--- src/rtl/brm_pkg.sv ---
package brm_pkg;
  // Johnson states written as {in-phase, quadrature}
  typedef enum logic [1:0] {
    QP_0   = 2'b00,
    QP_90  = 2'b10,
    QP_180 = 2'b11,
    QP_270 = 2'b01
  } quad_t;

  function automatic quad_t quad_next(input quad_t cur);
    return quad_t'({~cur[0], cur[1]});
  endfunction
endpackage

--- src/rtl/brm_cnt_slice.sv ---
module brm_cnt_slice #(
  parameter int SLICE_W = 2
) (
  input  logic               clk,
  input  logic               rst,
  input  logic               cin,
  output logic [SLICE_W-1:0] q,
  output logic               full
);
  always_ff @(posedge clk) begin
    if (rst) q <= '0;
    else     q <= q + SLICE_W'(cin);
  end

  assign full = &q;
endmodule

--- src/rtl/brm_counter.sv ---
module brm_counter #(
  parameter int RATE_W = 18,
  parameter int SLICE_W = 2
) (
  input  logic              clk,
  input  logic              rst,
  output logic [RATE_W-1:0] cnt,
  output logic              at_zero
);
  localparam int NSLICE = RATE_W / SLICE_W;

  logic [NSLICE:0]   carry;
  logic [NSLICE-1:0] full;

  assign carry[0] = 1'b1;

  for (genvar s = 0; s < NSLICE; s++) begin : g_slice
    brm_cnt_slice #(.SLICE_W(SLICE_W)) u_slice (
      .clk  (clk),
      .rst  (rst),
      .cin  (carry[s]),
      .q    (cnt[s*SLICE_W +: SLICE_W]),
      .full (full[s])
    );
    assign carry[s+1] = carry[s] & full[s];
  end

  // carry out of the top slice means the count wraps on this edge
  always_ff @(posedge clk) begin
    if (rst) at_zero <= 1'b1;
    else     at_zero <= carry[NSLICE];
  end
endmodule

--- src/rtl/brm_gate.sv ---
module brm_gate #(
  parameter int RATE_W = 18
) (
  input  logic              clk,
  input  logic              rst,
  input  logic [RATE_W-1:0] cnt,
  input  logic              at_zero,
  input  logic [RATE_W-1:0] rate_word,
  output logic [RATE_W-1:0] held_word,
  output logic              pulse
);
  logic [RATE_W-1:0] cnt_d;
  logic [RATE_W-1:0] rise;
  logic [RATE_W-1:0] weight;

  assign rise = cnt & ~cnt_d;

  // the fastest counter bit pairs with the heaviest word bit
  for (genvar k = 0; k < RATE_W; k++) begin : g_map
    assign weight[k] = held_word[RATE_W-1-k];
  end

  always_ff @(posedge clk) begin
    if (rst) begin
      cnt_d     <= '0;
      held_word <= '0;
      pulse     <= 1'b0;
    end else begin
      cnt_d <= cnt;
      pulse <= |(rise & weight);
      if (at_zero) held_word <= rate_word;
    end
  end
endmodule

--- src/rtl/brm_quad.sv ---
module brm_quad
  import brm_pkg::*;
(
  input  logic clk,
  input  logic rst,
  input  logic step,
  output logic ph_i,
  output logic ph_q
);
  quad_t st;

  always_ff @(posedge clk) begin
    if (rst)       st <= QP_0;
    else if (step) st <= quad_next(st);
  end

  assign ph_i = st[1];
  assign ph_q = st[0];
endmodule

--- src/rtl/brm_osc.sv ---
module brm_osc #(
  parameter int RATE_W = 18,
  parameter int SLICE_W = 2
) (
  input  logic              clk,
  input  logic              rst,
  input  logic [RATE_W-1:0] rate_word,
  output logic              rate_pulse,
  output logic              phase_i,
  output logic              phase_q
);
  logic [RATE_W-1:0] cnt;
  logic [RATE_W-1:0] held_word;
  logic              at_zero;

  brm_counter #(.RATE_W(RATE_W), .SLICE_W(SLICE_W)) u_cnt (
    .clk     (clk),
    .rst     (rst),
    .cnt     (cnt),
    .at_zero (at_zero)
  );

  brm_gate #(.RATE_W(RATE_W)) u_gate (
    .clk       (clk),
    .rst       (rst),
    .cnt       (cnt),
    .at_zero   (at_zero),
    .rate_word (rate_word),
    .held_word (held_word),
    .pulse     (rate_pulse)
  );

  brm_quad u_quad (
    .clk  (clk),
    .rst  (rst),
    .step (rate_pulse),
    .ph_i (phase_i),
    .ph_q (phase_q)
  );
endmodule

--- config.mk ---
export PLATFORM = sky130hd
export DESIGN_NAME = brm_osc
export DESIGN_NICKNAME = d
export VERILOG_FILES = /design/src/rtl/brm_pkg.sv /design/src/rtl/brm_cnt_slice.sv /design/src/rtl/brm_counter.sv /design/src/rtl/brm_gate.sv /design/src/rtl/brm_quad.sv /design/src/rtl/brm_osc.sv
export SDC_FILE = /design/constraint.sdc
export NUM_CORES = 1
export LEC_CHECK = 0
export BUFFER_PORTS_ARGS = -buffer_cell sky130_fd_sc_hd__buf_4
export CELL_PAD_IN_SITES_DETAIL_PLACEMENT = 1
export CELL_PAD_IN_SITES_GLOBAL_PLACEMENT = 1
export CORE_ASPECT_RATIO = 0.7
export CORE_MARGIN = 2
export CORE_UTILIZATION = 40
export CTS_CLUSTER_DIAMETER = 150
export CTS_CLUSTER_SIZE = 28
export DETAILED_ROUTE_END_ITERATION = 8
export PLACE_DENSITY = 0.82
export SLEW_MARGIN = 10
export SYNTH_ARGS = -nofsm -noshare
export SYNTH_HDL_FRONTEND = slang
export SYNTH_HIERARCHICAL = 1
export SYNTH_SLANG_ARGS = --single-unit
--- constraint.sdc ---
create_clock -name clk -period 2.53 [get_ports clk]
set_input_delay 0.1265 -clock clk [delete_from_list [all_inputs] [get_ports clk]]
set_output_delay 0.1265 -clock clk [all_outputs]
set_load 0.02 [all_outputs]
==> results of run 1 <==
==> metrics by stage <==
step	cells	area [µm²]
5_1_grt	312	2660
4_1_cts	312	2660
3_3_place_gp	296	2440
3_5_place_dp	296	2440
2_1_floorplan	206	2220
6_report	312	2660
==> power by group through the flow <==
stage          clock network, W  logic (W)  registers, W
3_3_place_gp                  0  0.0000867      0.000976
4_1_cts                0.000953  0.0000906      0.000957
3_5_place_dp                  0  0.0000898      0.000977
5_1_grt                 0.00101  0.0000987      0.000959
6_report               0.000932  0.0000893      0.000956
2_1_floorplan                 0  0.0000557      0.000970
==> cells in the mapped netlist (2+ instances only) <==
library cell  number
dfxtp_1           58
nor2_1            29
nor2b_1           27
mux2i_1           19
nand3b_1          16
and2_2            11
ha_1               9
xnor2_1            9
nand4_1            5
buf_2              4
inv_1              3
and3_2             2
==> worst max path at each step <==
stage / from / to / slack (ns) / cells past startpoint
6_report: u_cnt/g_slice[0].u_slice/q[1]$_SDFF_PP0_ / u_cnt/g_slice[6].u_slice/q[1]$_SDFF_PP0_ / 1.01 / 7
5_1_grt: u_cnt/g_slice[0].u_slice/q[1]$_SDFF_PP0_ / u_cnt/g_slice[7].u_slice/q[1]$_SDFF_PP0_ / 0.84 / 7
4_1_cts: u_cnt/g_slice[0].u_slice/q[1]$_SDFF_PP0_ / u_cnt/g_slice[6].u_slice/q[1]$_SDFF_PP0_ / 0.99 / 7
3_5_place_dp: u_cnt/g_slice[0].u_slice/q[1]$_SDFF_PP0_ / u_cnt/g_slice[6].u_slice/q[1]$_SDFF_PP0_ / 1.01 / 7
3_3_place_gp: u_cnt/g_slice[0].u_slice/q[1]$_SDFF_PP0_ / u_cnt/g_slice[6].u_slice/q[0]$_SDFF_PP0_ / 1.09 / 6
2_1_floorplan: u_cnt/g_slice[0].u_slice/q[1]$_SDFF_PP0_ / u_cnt/g_slice[6].u_slice/q[0]$_SDFF_PP0_ / 1.17 / 6
==> registers in the layout, summed over array words and instances (netlist names) <==
name and count:
u_cnt/g_slice.u_slice/q 18, u_cnt/at_zero 1, u_gate/cnt_d 18, u_quad/st 2
u_gate/pulse 1, u_gate/held_word 18
==> layer usage <==
metal / share of wire / track usage / vias up / wire length, µm
met5: 0 / 0 / - / 0
met2: 0.44 / 0.242 / 23 / 1950
met3: 0.041 / 0.0684 / 8 / 182
li1: - / - / 742 / -
met4: 0.015 / 0.0827 / 0 / 69
met1: 0.51 / 0.207 / 693 / 2250
==> worst max-delay path: stages (launching register included) <==
cell	delay [ns]
dfxtp_1	0.34
and2_2	0.23
nand4_2	0.12
inv_2	0.06
and3_2	0.21
ha_1	0.21
xnor2_1	0.17
nor2_1	0.06
==> cell families after synthesis <==
| kind of cell | after synthesis | synth area share |
|---|---|---|
| AO/OA/AOI/OAI | 4 | 0.0135 |
| adder cells (fa/ha/maj) | 9 | 0.0508 |
| AND/OR/NAND/NOR | 96 | 0.259 |
| multiplexers | 19 | 0.0857 |
| other | 1 | 0.00169 |
| buffers and inverters | 10 | 0.0299 |
| XOR/XNOR | 9 | 0.0355 |
| flip-flops | 58 | 0.523 |
==> cell type report <==
type,count,area [µm²],share of cell area
Multi-Input combinational cell,138,991,0.373
Clock buffer,10,138,0.0518
Sequential cell,58,1160,0.437
Tap cell,72,90.1,0.0339
Timing Repair Buffer,24,180,0.0679
Inverter,4,15.0,0.00566
Clock inverter,6,80.1,0.0302
==> impl_results.md, run 1 <==
* Global-route wire length before repair at 7370 µm
* Fillers at 611
* Post-detailed-placement half-perimeter wirelength at 2960 µm
* Ys Warns at 6
* Detail Route Antenna Nets at 0
* Number of global-route vias before repair at 1495
* Worst Min Path Start: rate_word[7]
* Start-to-end type of the worst setup path: reg -> reg
* Number of flops mapped to enable cells by yosys at 0
* Synth top area share at 0.523
* Top library cells by usage in the layout, fill and taps aside: dfxtp_1, nor2_1, nor2b_1, buf_4, mux2i_1
* Gate Count Post-Synth at 206
* Final number of setup-violating endpoints at 0
* Most frequent standard cell in the layout excluding fill and tap cells: dfxtp_1
* Power spent charging and discharging nets at 0.000418 W
* Dominant cell type by area after synthesis: dfxtp_1
* Required @ worst endpoint at 2.74 ns
* Y dimension of the die at 66.3 µm
* Worst-Skew Late Latency at 0.34 ns
* Fraction of the yosys area taken by sequential cells at 0.523
* TritonCTS Buffers at 9
* Top post-synthesis cells by area: dfxtp_1, mux2i_1, nor2b_1
* Share of the cycle needed by the critical path after routing at 0.602
* CP Max Fanout at 4
* Top_reg_cell synth: dfxtp_1
* Skew final at 0.00907 ns
* Critical Path AT at 1.73 ns
* IR drop worst, VDD at 0.502 mV
* Relative contribution of the clock network to total power at 0.471
* Final estimated routing congestion in global placement at 0.731
* Sequential fraction of design power at 0.483
* Net count after synthesis at 235
* Starting density of the core at 0.420
* Antenna violations before repair at 0
* Antenna Cells at 0
* Minimum setup slack in the final design at 1.01 ns
* Total Wirelength at 4460 µm
* Final Total Pwr at 0.00198 W
* Hold/Removal Path Class: in -> reg
* Post-synthesis instance area at 0.00222 mm²
* Unrepaired setup endpoints after global routing: no
* Pleak at 1.16 nW
* Length of the first detailed-routing pass in iterations at 4
* CTS tree: done
* Distinct cells, synth at 26
* Count of routing violations after the opening detailed-route iteration at 78
* Max-Slew Margin vs Limit at 0.597
* Yosys reg bits at 58
* Hold path endpoint: u_gate/held_word[7]$_SDFFE_PP0P_
* Final-report hold violation count at 0
* Number of cell instances on the worst register-to-register path at 7
* Number of sinks driven by the clock tree at 58
* DRC viols at 0
* Die W at 93.0 µm
* Setup crit end kind: register
* Total die area at 0.00617 mm²
* Fraction of power spent switching nets at 0.211
* End-of-flow core utilization at 0.502
* Final layout net count at 264
* Count of cells along the worst hold path at 3
* Routed length per instance at 14.3 µm
* Avg Vias per Cell at 4.70
* Power density of the placed cells at 745 mW/mm²
* Share of flip-flops with an asynchronous set or reset after synthesis at 0
* FMAX at 0.656 GHz
* Max clock buf depth at 2
* Placement row count at 22
* # port buffers at 22
* Area of the placeable core at 0.00529 mm²
* Area added between synthesis and finish at 19.7%
* Worst setup SP type: register
* Setup TNS after final layout at 0 ns
* H-tree levels at 3
* Clock slew at reported path FFs at 0.07 ns
* Hold slack at 0.0212 ns
* Global Route Usage Sum at 0.164
* CTS hold repair buffers at 0
* Count of instances resized after the clock tree is built at 0
* Number of max-cap violations at 0
* Top-level I/O count at 23
* Worst Setup Slack post-DPL at 1.01 ns
* Register-to-register path setup slack at 1.01 ns
* Cell chosen for the clock root: clkbuf_8
* Maximum number of pins on one net before global-route repair at 59
* Combinational power share at 0.045
* Mean post-synth cell area at 10.8 µm²
* GRT Residual Overflow at 0
* Share of final-layout standard cells stronger than drive strength 1 at 0.233
* Worst flop-to-flop path startpoint: u_cnt/g_slice[0].u_slice/q[1]$_SDFF_PP0_
* Time the final worst path needs with I/O delays and setup at 1.52 ns
* Number of pins exceeding their max-slew limit in the final report at 0
* Worst reg2reg path endpoint: u_cnt/g_slice[6].u_slice/q[1]$_SDFF_PP0_
* Internal power at 0.00156 W
* Run status: finished clean
* Number of buffers added for setup after CTS at 0
* Via count of the routed design at 1466
* Least-Margin Pin Slew at 0.604 ns
No activity file was read; power rests on OpenSTA's default activity.
==> run 2: changes to the inputs <==
Clock period 2.53 ns to 1.5 ns, I/O delays scaled along.
==> run 2 against run 1 <==
  * Wire length increased by 5.4%
  * Count of clock-buffer cells in the layout rose by 3
  * Sequential cell count is the same
  * Combinational power increased by 120%
  * Final cell count rose by 7.7%
  * Critical endpoint is now u_cnt/g_slice[5].u_slice/q[1]$_SDFF_PP0_
  * Non-clock buffer count up 25
  * Register-to-register slack got worse by 0.93 ns
  * Critical path depth stayed put
  * Die area unchanged
  * Largest cell class unchanged
  * Largest power group unchanged
  * Power up 59%
  * Via count grew 5.9%
  * Clock skew fell by 0.0041 ns
==> impl_results.md, run 2 (synthesis results as in run 1) <==
* Final Total Pwr at 0.00314 W (+59%)
* Share of final-layout standard cells stronger than drive strength 1 at 0.265 (+0.0318)
* CTS tree: done
* Setup crit end kind: register
* Cell chosen for the clock root: clkbuf_8
* Count of routing violations after the opening detailed-route iteration at 27 (-65%)
* Ordered cell list for the critical path: and2_2 > nand4_4 > inv_2 > and2_2 > ha_1 > xnor2_2 > nor2_1
* Run status: finished clean
* Power density of the placed cells at 1090 mW/mm² (+46%)
* Critical Path AT at 1.62 ns (-0.11 ns)
* IR drop worst, VDD at 0.584 mV (+16%)
* Top library cells by usage in the layout, fill and taps aside: dfxtp_1, buf_4, nor2_1, nor2b_1, mux2i_1
* End-of-flow core utilization at 0.547 (+0.0445)
* H-tree levels at 3 (unchanged)
* Met3 wire length at 243 µm (+34%)
* Routed length per instance at 14.0 µm (-2.1%)
* Length of the first detailed-routing pass in iterations at 4 (unchanged)
* Number of sinks driven by the clock tree at 58 (unchanged)
* Detail Route Antenna Nets at 0 (unchanged)
* Required @ worst endpoint at 1.69 ns (-1.05 ns)
* Final-report hold violation count at 0 (unchanged)
* Worst path most repeated cell: and2_2
* Global Route Usage Sum at 0.170 (+0.00513)
* DP Cell Count at 302 (+2.0%)
* Avg Vias per Cell at 4.62 (-1.7%)
* CP Max Fanout at 4 (unchanged)
* Y dimension of the die at 66.3 µm (unchanged)
* Area of the placeable core at 0.00529 mm² (unchanged)
* FMAX at 0.700 GHz (+6.7%)
* Time the final worst path needs with I/O delays and setup at 1.43 ns (-0.0955 ns)
* Most frequent standard cell in the layout excluding fill and tap cells: dfxtp_1
* Library cell contributing the largest single delay on the critical path: dfxtp_1
* Maximum number of pins on one net before global-route repair at 59 (unchanged)
* Unrepaired setup endpoints after global routing: yes
* TritonCTS Buffers at 9 (unchanged)
* Pleak at 1.27 nW (+9.1%)
* Global-route wire length before repair at 7600 µm (+3.2%)
* Placement row count at 22 (unchanged)
* Total Wirelength at 4700 µm (+5.4%)
* Share of the cycle needed by the critical path after routing at 0.952 (+0.350)
* Max-Slew Margin vs Limit at 0.619 (+0.0220)
* Antenna Cells at 0 (unchanged)
* Detail Route met2 WL at 2080 µm (+6.3%)
* # port buffers at 22 (unchanged)
* Total die area at 0.00617 mm² (unchanged)
* Starting density of the core at 0.420 (unchanged)
* Largest registers: u_cnt/g_slice.u_slice/q x18, u_gate/cnt_d x18, u_gate/held_word x18
* DRC viols at 0 (unchanged)
* Area added between synthesis and finish at 30.3%
* Skew final at 0.00495 ns (-0.00412 ns)
* Antenna violations before repair at 0 (unchanged)
* Clock slew at reported path FFs at 0.06 ns (about the same)
* Non-filler instance count after layout at 336 (+7.7%)
* Start-to-end type of the worst setup path: reg -> reg
* Top-level I/O count at 23 (unchanged)
* Number of max-cap violations at 0 (unchanged)
* Hold slack at 0.220 ns (+0.198 ns)
* Final estimated routing congestion in global placement at 0.759 (+3.8%)
* Highest metal used: met4
* Number of global-route vias before repair at 1634 (+9.3%)
* Register-to-register path setup slack at 0.07 ns (-0.93 ns)
* Setup TNS after final layout at 0 ns (unchanged)
* Worst setup SP type: register
* Hold/Removal Path Class: in -> reg
* Crit-path max cell delay at 0.30 ns (-0.04 ns)
* Die W at 93.0 µm (unchanged)
* GRT Residual Overflow at 0 (unchanged)
* Number of pins exceeding their max-slew limit in the final report at 0 (unchanged)
* Met1 layer wirelength in the final routing at 2330 µm (+3.6%)
* Least-Margin Pin Slew at 0.571 ns (-0.0330 ns)
* Final layout net count at 289 (+9.5%)
* Post-detailed-placement half-perimeter wirelength at 3030 µm (+2.5%)
* Worst-Skew Late Latency at 0.33 ns (about the same)
* Max clock buf depth at 2 (unchanged)
* Final number of setup-violating endpoints at 0 (unchanged)
* Via count of the routed design at 1552 (+5.9%)
==> run 2: changes by cell type in the layout (fill, tap and decap cells not counted), sizes merged <==
cell / change
dlygate4sd3: +18
buf: +7
clkbuf: +3
bufinv: -2
clkinv: -2
==> run 2: worst max-delay path: cells and delay by family, from the launching register on <==
family / cells / cell delay (ns)
xor gates and xnor gates: 1 / 0.15
adders and majority gates: 1 / 0.22
buffers and inverters: 1 / 0.05
DFF: 1 / 0.30
and+or+nand+nor: 4 / 0.56
==> run 2: final timing paths <==
kind | start | to | depth (start not counted)
setup / recovery | u_cnt/g_slice[3].u_slice/q[1]$_SDFF_PP0_ | u_cnt/g_slice[5].u_slice/q[1]$_SDFF_PP0_ | 7
hold / removal | rst | u_gate/held_word[5]$_SDFFE_PP0P_ | 2
setup reg to reg | u_cnt/g_slice[3].u_slice/q[1]$_SDFF_PP0_ | u_cnt/g_slice[5].u_slice/q[1]$_SDFF_PP0_ | 7
hold reg to reg | u_gate/held_word[4]$_SDFFE_PP0P_ | u_gate/held_word[4]$_SDFFE_PP0P_ | 2
==> run 2: what timing repair did <==
| action | in CTS | in global routing |
|---|---|---|
| setup buffers | 0 | 1 |
| pin swaps | 0 | 1 |
| endpoints found under the hold margin | 17 | 1 |
| resized for setup | 2 | 10 |
| endpoints found under the setup margin | 3 | 7 |
| hold buffers | 17 | 1 |
==> run 2: final cells by class <==
class	count	area, µm²
fill	589	2390
sequential	58	1170
multi-input combinational	138	1020
timing repair buffer	49	413
clock buffer	13	179
tap	72	90.1
inverter	4	15.0
clock inverter	2	10.0
==> run 2: routing by layer <==
layer / vias to the layer above / track usage
li1: 791 / -
met1: 727 / 0.213
met2: 27 / 0.255
met3: 7 / 0.0753
met4: 0 / 0.0662
met5: - / 0
==> run 2: stage by stage <==
stage / setup WS (ns) / area (µm²)
2_1_floorplan: 0.136 / 2220
3_3_place_gp: 0.0619 / 2480
3_5_place_dp: 0.0149 / 2480
4_1_cts: 0.00132 / 2850
5_1_grt: -0.00276 / 2890
6_report: 0.0718 / 2890
==> run 2: power by group <==
group | switching, W | total [W] | internal (W)
clock network | 0.000561 | 0.00132 | 0.000764
logic | 0.0000820 | 0.000199 | 0.000117
registers | 0.0000285 | 0.00161 | 0.00158
==> run 3: changes to the inputs <==
Settings changed: BUFFER_PORTS_ARGS -buffer_cell sky130_fd_sc_hd__buf_4 to -buffer_cell sky130_fd_sc_hd__buf_2.
==> run 3 against run 2 <==
  * Count of clock-buffer cells in the layout down 1
  * Hold slack worse by 0.21 ns
  * Sequential share of layout area down 0.12 points
  * Wire length up 20%
  * Clock skew up 0.0082 ns
  * Critical endpoint is now u_cnt/g_slice[8].u_slice/q[0]$_SDFF_PP0_
  * Combinational power down 4%
  * Core utilization up 0.28 points
  * The flow now finishes with violations (setup timing)
  * Via count up 5.0%
  * First-iteration DRC count rose to 2.6 times the previous value
  * Worst setup slack worse by 0.15 ns
  * Design area up 0.52%
==> impl_results.md, run 3 (synthesis results as in run 1) <==
* Run status: finished with violations
* Violations in the final reports: setup timing
* Library cell contributing the largest single delay on the critical path: dfxtp_1
* Avg Vias per Cell at 4.84 (+4.7%)
* Top library cells by usage in the layout, fill and taps aside: dfxtp_1, nor2_1, nor2b_1, buf_2, mux2i_1
* Length of the first detailed-routing pass in iterations at 4 (unchanged)
* Max clock buf depth at 2 (unchanged)
* Count of buffering cells on the critical path with inverters included at 0 (-1)
* Start-to-end type of the worst setup path: reg -> reg
* Count of routing violations after the opening detailed-route iteration at 71 (+160%)
* Clock slew at reported path FFs at 0.07 ns (about the same)
* Time the final worst path needs with I/O delays and setup at 1.58 ns (+0.149 ns)
* Most frequent standard cell in the layout excluding fill and tap cells: dfxtp_1
* Setup crit end kind: register
* Die W at 93.0 µm (unchanged)
* Largest registers: u_cnt/g_slice.u_slice/q x18, u_gate/cnt_d x18, u_gate/held_word x18
* Routed length per instance at 16.8 µm (+20%)
* DRC viols at 0 (unchanged)
* Final layout net count at 289 (unchanged)
* Maximum number of pins on one net before global-route repair at 59 (unchanged)
* Area taken by flip-flops and latches at 0.00117 mm² (+0.21%)
* Final estimated routing congestion in global placement at 0.704 (-7.2%)
* FMAX at 0.634 GHz (-9.5%)
* Minimum setup slack in the final design at -0.0773 ns (-0.149 ns)
* Total Wirelength at 5650 µm (+20%)
* Via count of the routed design at 1630 (+5.0%)
* Detail Route Antenna Nets at 0 (unchanged)
* Fillers at 585 (-0.68%)
* Post-detailed-placement half-perimeter wirelength at 3240 µm (+6.8%)
* Global-route wire length before repair at 8530 µm (+12%)
* Share of final-layout standard cells stronger than drive strength 1 at 0.287 (+0.0216)
* Share of the cycle needed by the critical path after routing at 1.05 (+0.0994)
* Placement row count at 22 (unchanged)
* Y dimension of the die at 66.3 µm (unchanged)
* Pleak at 1.27 nW (about the same)
* GRT Residual Overflow at 0 (unchanged)
* Detail Route met2 WL at 2880 µm (+39%)
* Crit-path max cell delay at 0.45 ns (+0.15 ns)
* # port buffers at 22 (unchanged)
* CTS tree: done
* Worst Setup Slack post-DPL at -0.0448 ns (-0.0597 ns)
* Top-level I/O count at 23 (unchanged)
* Number of sinks driven by the clock tree at 58 (unchanged)
* Top cell family by delay on the critical path: simple AND/OR/NAND/NOR gates
* Number of global-route vias before repair at 1753 (+7.3%)
* Highest metal used: met4
* Global Route Usage Sum at 0.191 (+0.0211)
* Critical Path AT at 1.80 ns (+0.18 ns)
* Antenna violations before repair at 0 (unchanged)
* Antenna Cells at 0 (unchanged)
* Met3 wire length at 192 µm (-21%)
* Hold/Removal Path Class: in -> reg
* Met1 layer wirelength in the final routing at 2450 µm (+4.9%)
* Final number of setup-violating endpoints at 5 (+5)
* IR drop worst, VDD at 0.739 mV (+27%)
* CP Max Fanout at 4 (unchanged)
* Final-report hold violation count at 0 (unchanged)
* Area added between synthesis and finish at 31.0%
* Ordered cell list for the critical path: and2_2 > nand4_1 > nor2_1 > ha_1 > nor2b_1
* Skew final at 0.0131 ns (+0.00820 ns)
* Starting density of the core at 0.420 (unchanged)
* Power density of the placed cells at 1190 mW/mm² (+9.3%)
* Number of max-cap violations at 0 (unchanged)
* Final Cell Area at 0.00291 mm² (+0.52%)
* Area taken by multi-input logic gates at 0.00104 mm² (+2.0%)
* Worst setup SP type: register
* Placed standard-cell area at 0.00243 mm² (-2.0%)
* Total die area at 0.00617 mm² (unchanged)
* Cell chosen for the clock root: clkbuf_8
* Area of the placeable core at 0.00529 mm² (unchanged)
* Required @ worst endpoint at 1.72 ns (+0.03 ns)
* Number of pins exceeding their max-slew limit in the final report at 0 (unchanged)
* H-tree levels at 3 (unchanged)
* Worst-Skew Late Latency at 0.34 ns (about the same)
* TritonCTS Buffers at 9 (unchanged)
run 3: cell count changes in the layout (fill, tap and decap cells not counted), sizes merged:
cell and change:
bufinv +2, buf +2, clkbuf -1, dlygate4sd3 -2
run 3: stage by stage:
stage / cells / util / setup TNS [ns] / power, W / hold slack, ns
3_3_place_gp: 301 / 0.460 / 0 / 0.00179 / 0.309
4_1_cts: 334 / 0.540 / 0 / 0.00347 / 0.00381
3_5_place_dp: 301 / 0.460 / -0.0448 / 0.00180 / 0.319
2_1_floorplan: 206 / - / 0 / 0.00173 / 0.137
6_report: 337 / 0.550 / -0.185 / 0.00344 / 0.0140
5_1_grt: 337 / 0.550 / -0.386 / 0.00358 / 0.0245
run 3: power by group:
group	internal (W)	switching [W]	total [W]
combinational	0.000105	0.0000856	0.000191
clock	0.00103	0.000615	0.00164
sequential	0.00158	0.0000292	0.00161
total	0.00271	0.000730	0.00344
run 3: repair_timing:
item                                    CTS  global route
pin swaps                                 0             2
gates cloned                              0             0
endpoints found under the hold margin    16             0
setup buffers                             1             3
endpoints found under the setup margin    4             6
hold buffers                             16             0
resized for setup                         8             8
run 3: worst paths after layout:
kind                                                               start                                  endpoint  slack (ns)  cells after the start
worst min register to register  u_cnt/g_slice[3].u_slice/q[0]$_SDFF_PP0_                u_gate/cnt_d[6]$_SDFF_PP0_        0.50                      1
worst max-delay path            u_cnt/g_slice[5].u_slice/q[1]$_SDFF_PP0_  u_cnt/g_slice[8].u_slice/q[0]$_SDFF_PP0_       -0.08                      5
worst min-delay path                                       rate_word[10]         u_gate/held_word[10]$_SDFFE_PP0P_        0.01                      3
worst max register to register  u_cnt/g_slice[5].u_slice/q[1]$_SDFF_PP0_  u_cnt/g_slice[8].u_slice/q[0]$_SDFF_PP0_       -0.08                      5
run 3: area by class of cell:
type,count,area share
Inverter,4,0.00517
Timing Repair Buffer,49,0.126
Tap cell,72,0.0310
Sequential cell,58,0.403
Multi-Input combinational cell,138,0.357
Clock inverter,4,0.0254
Clock buffer,12,0.0534
run 3: metal layers:
metal	GRT usage	vias up
met3	0.0604	16
met4	0.107	0
met1	0.211	781
li1	-	790
met2	0.328	43
met5	0	-
run 3: tightest hold or removal path, stage by stage:
cell and delay, ns:
buf_2 0.08, mux2i_1 0.06, nor2_1 0.10
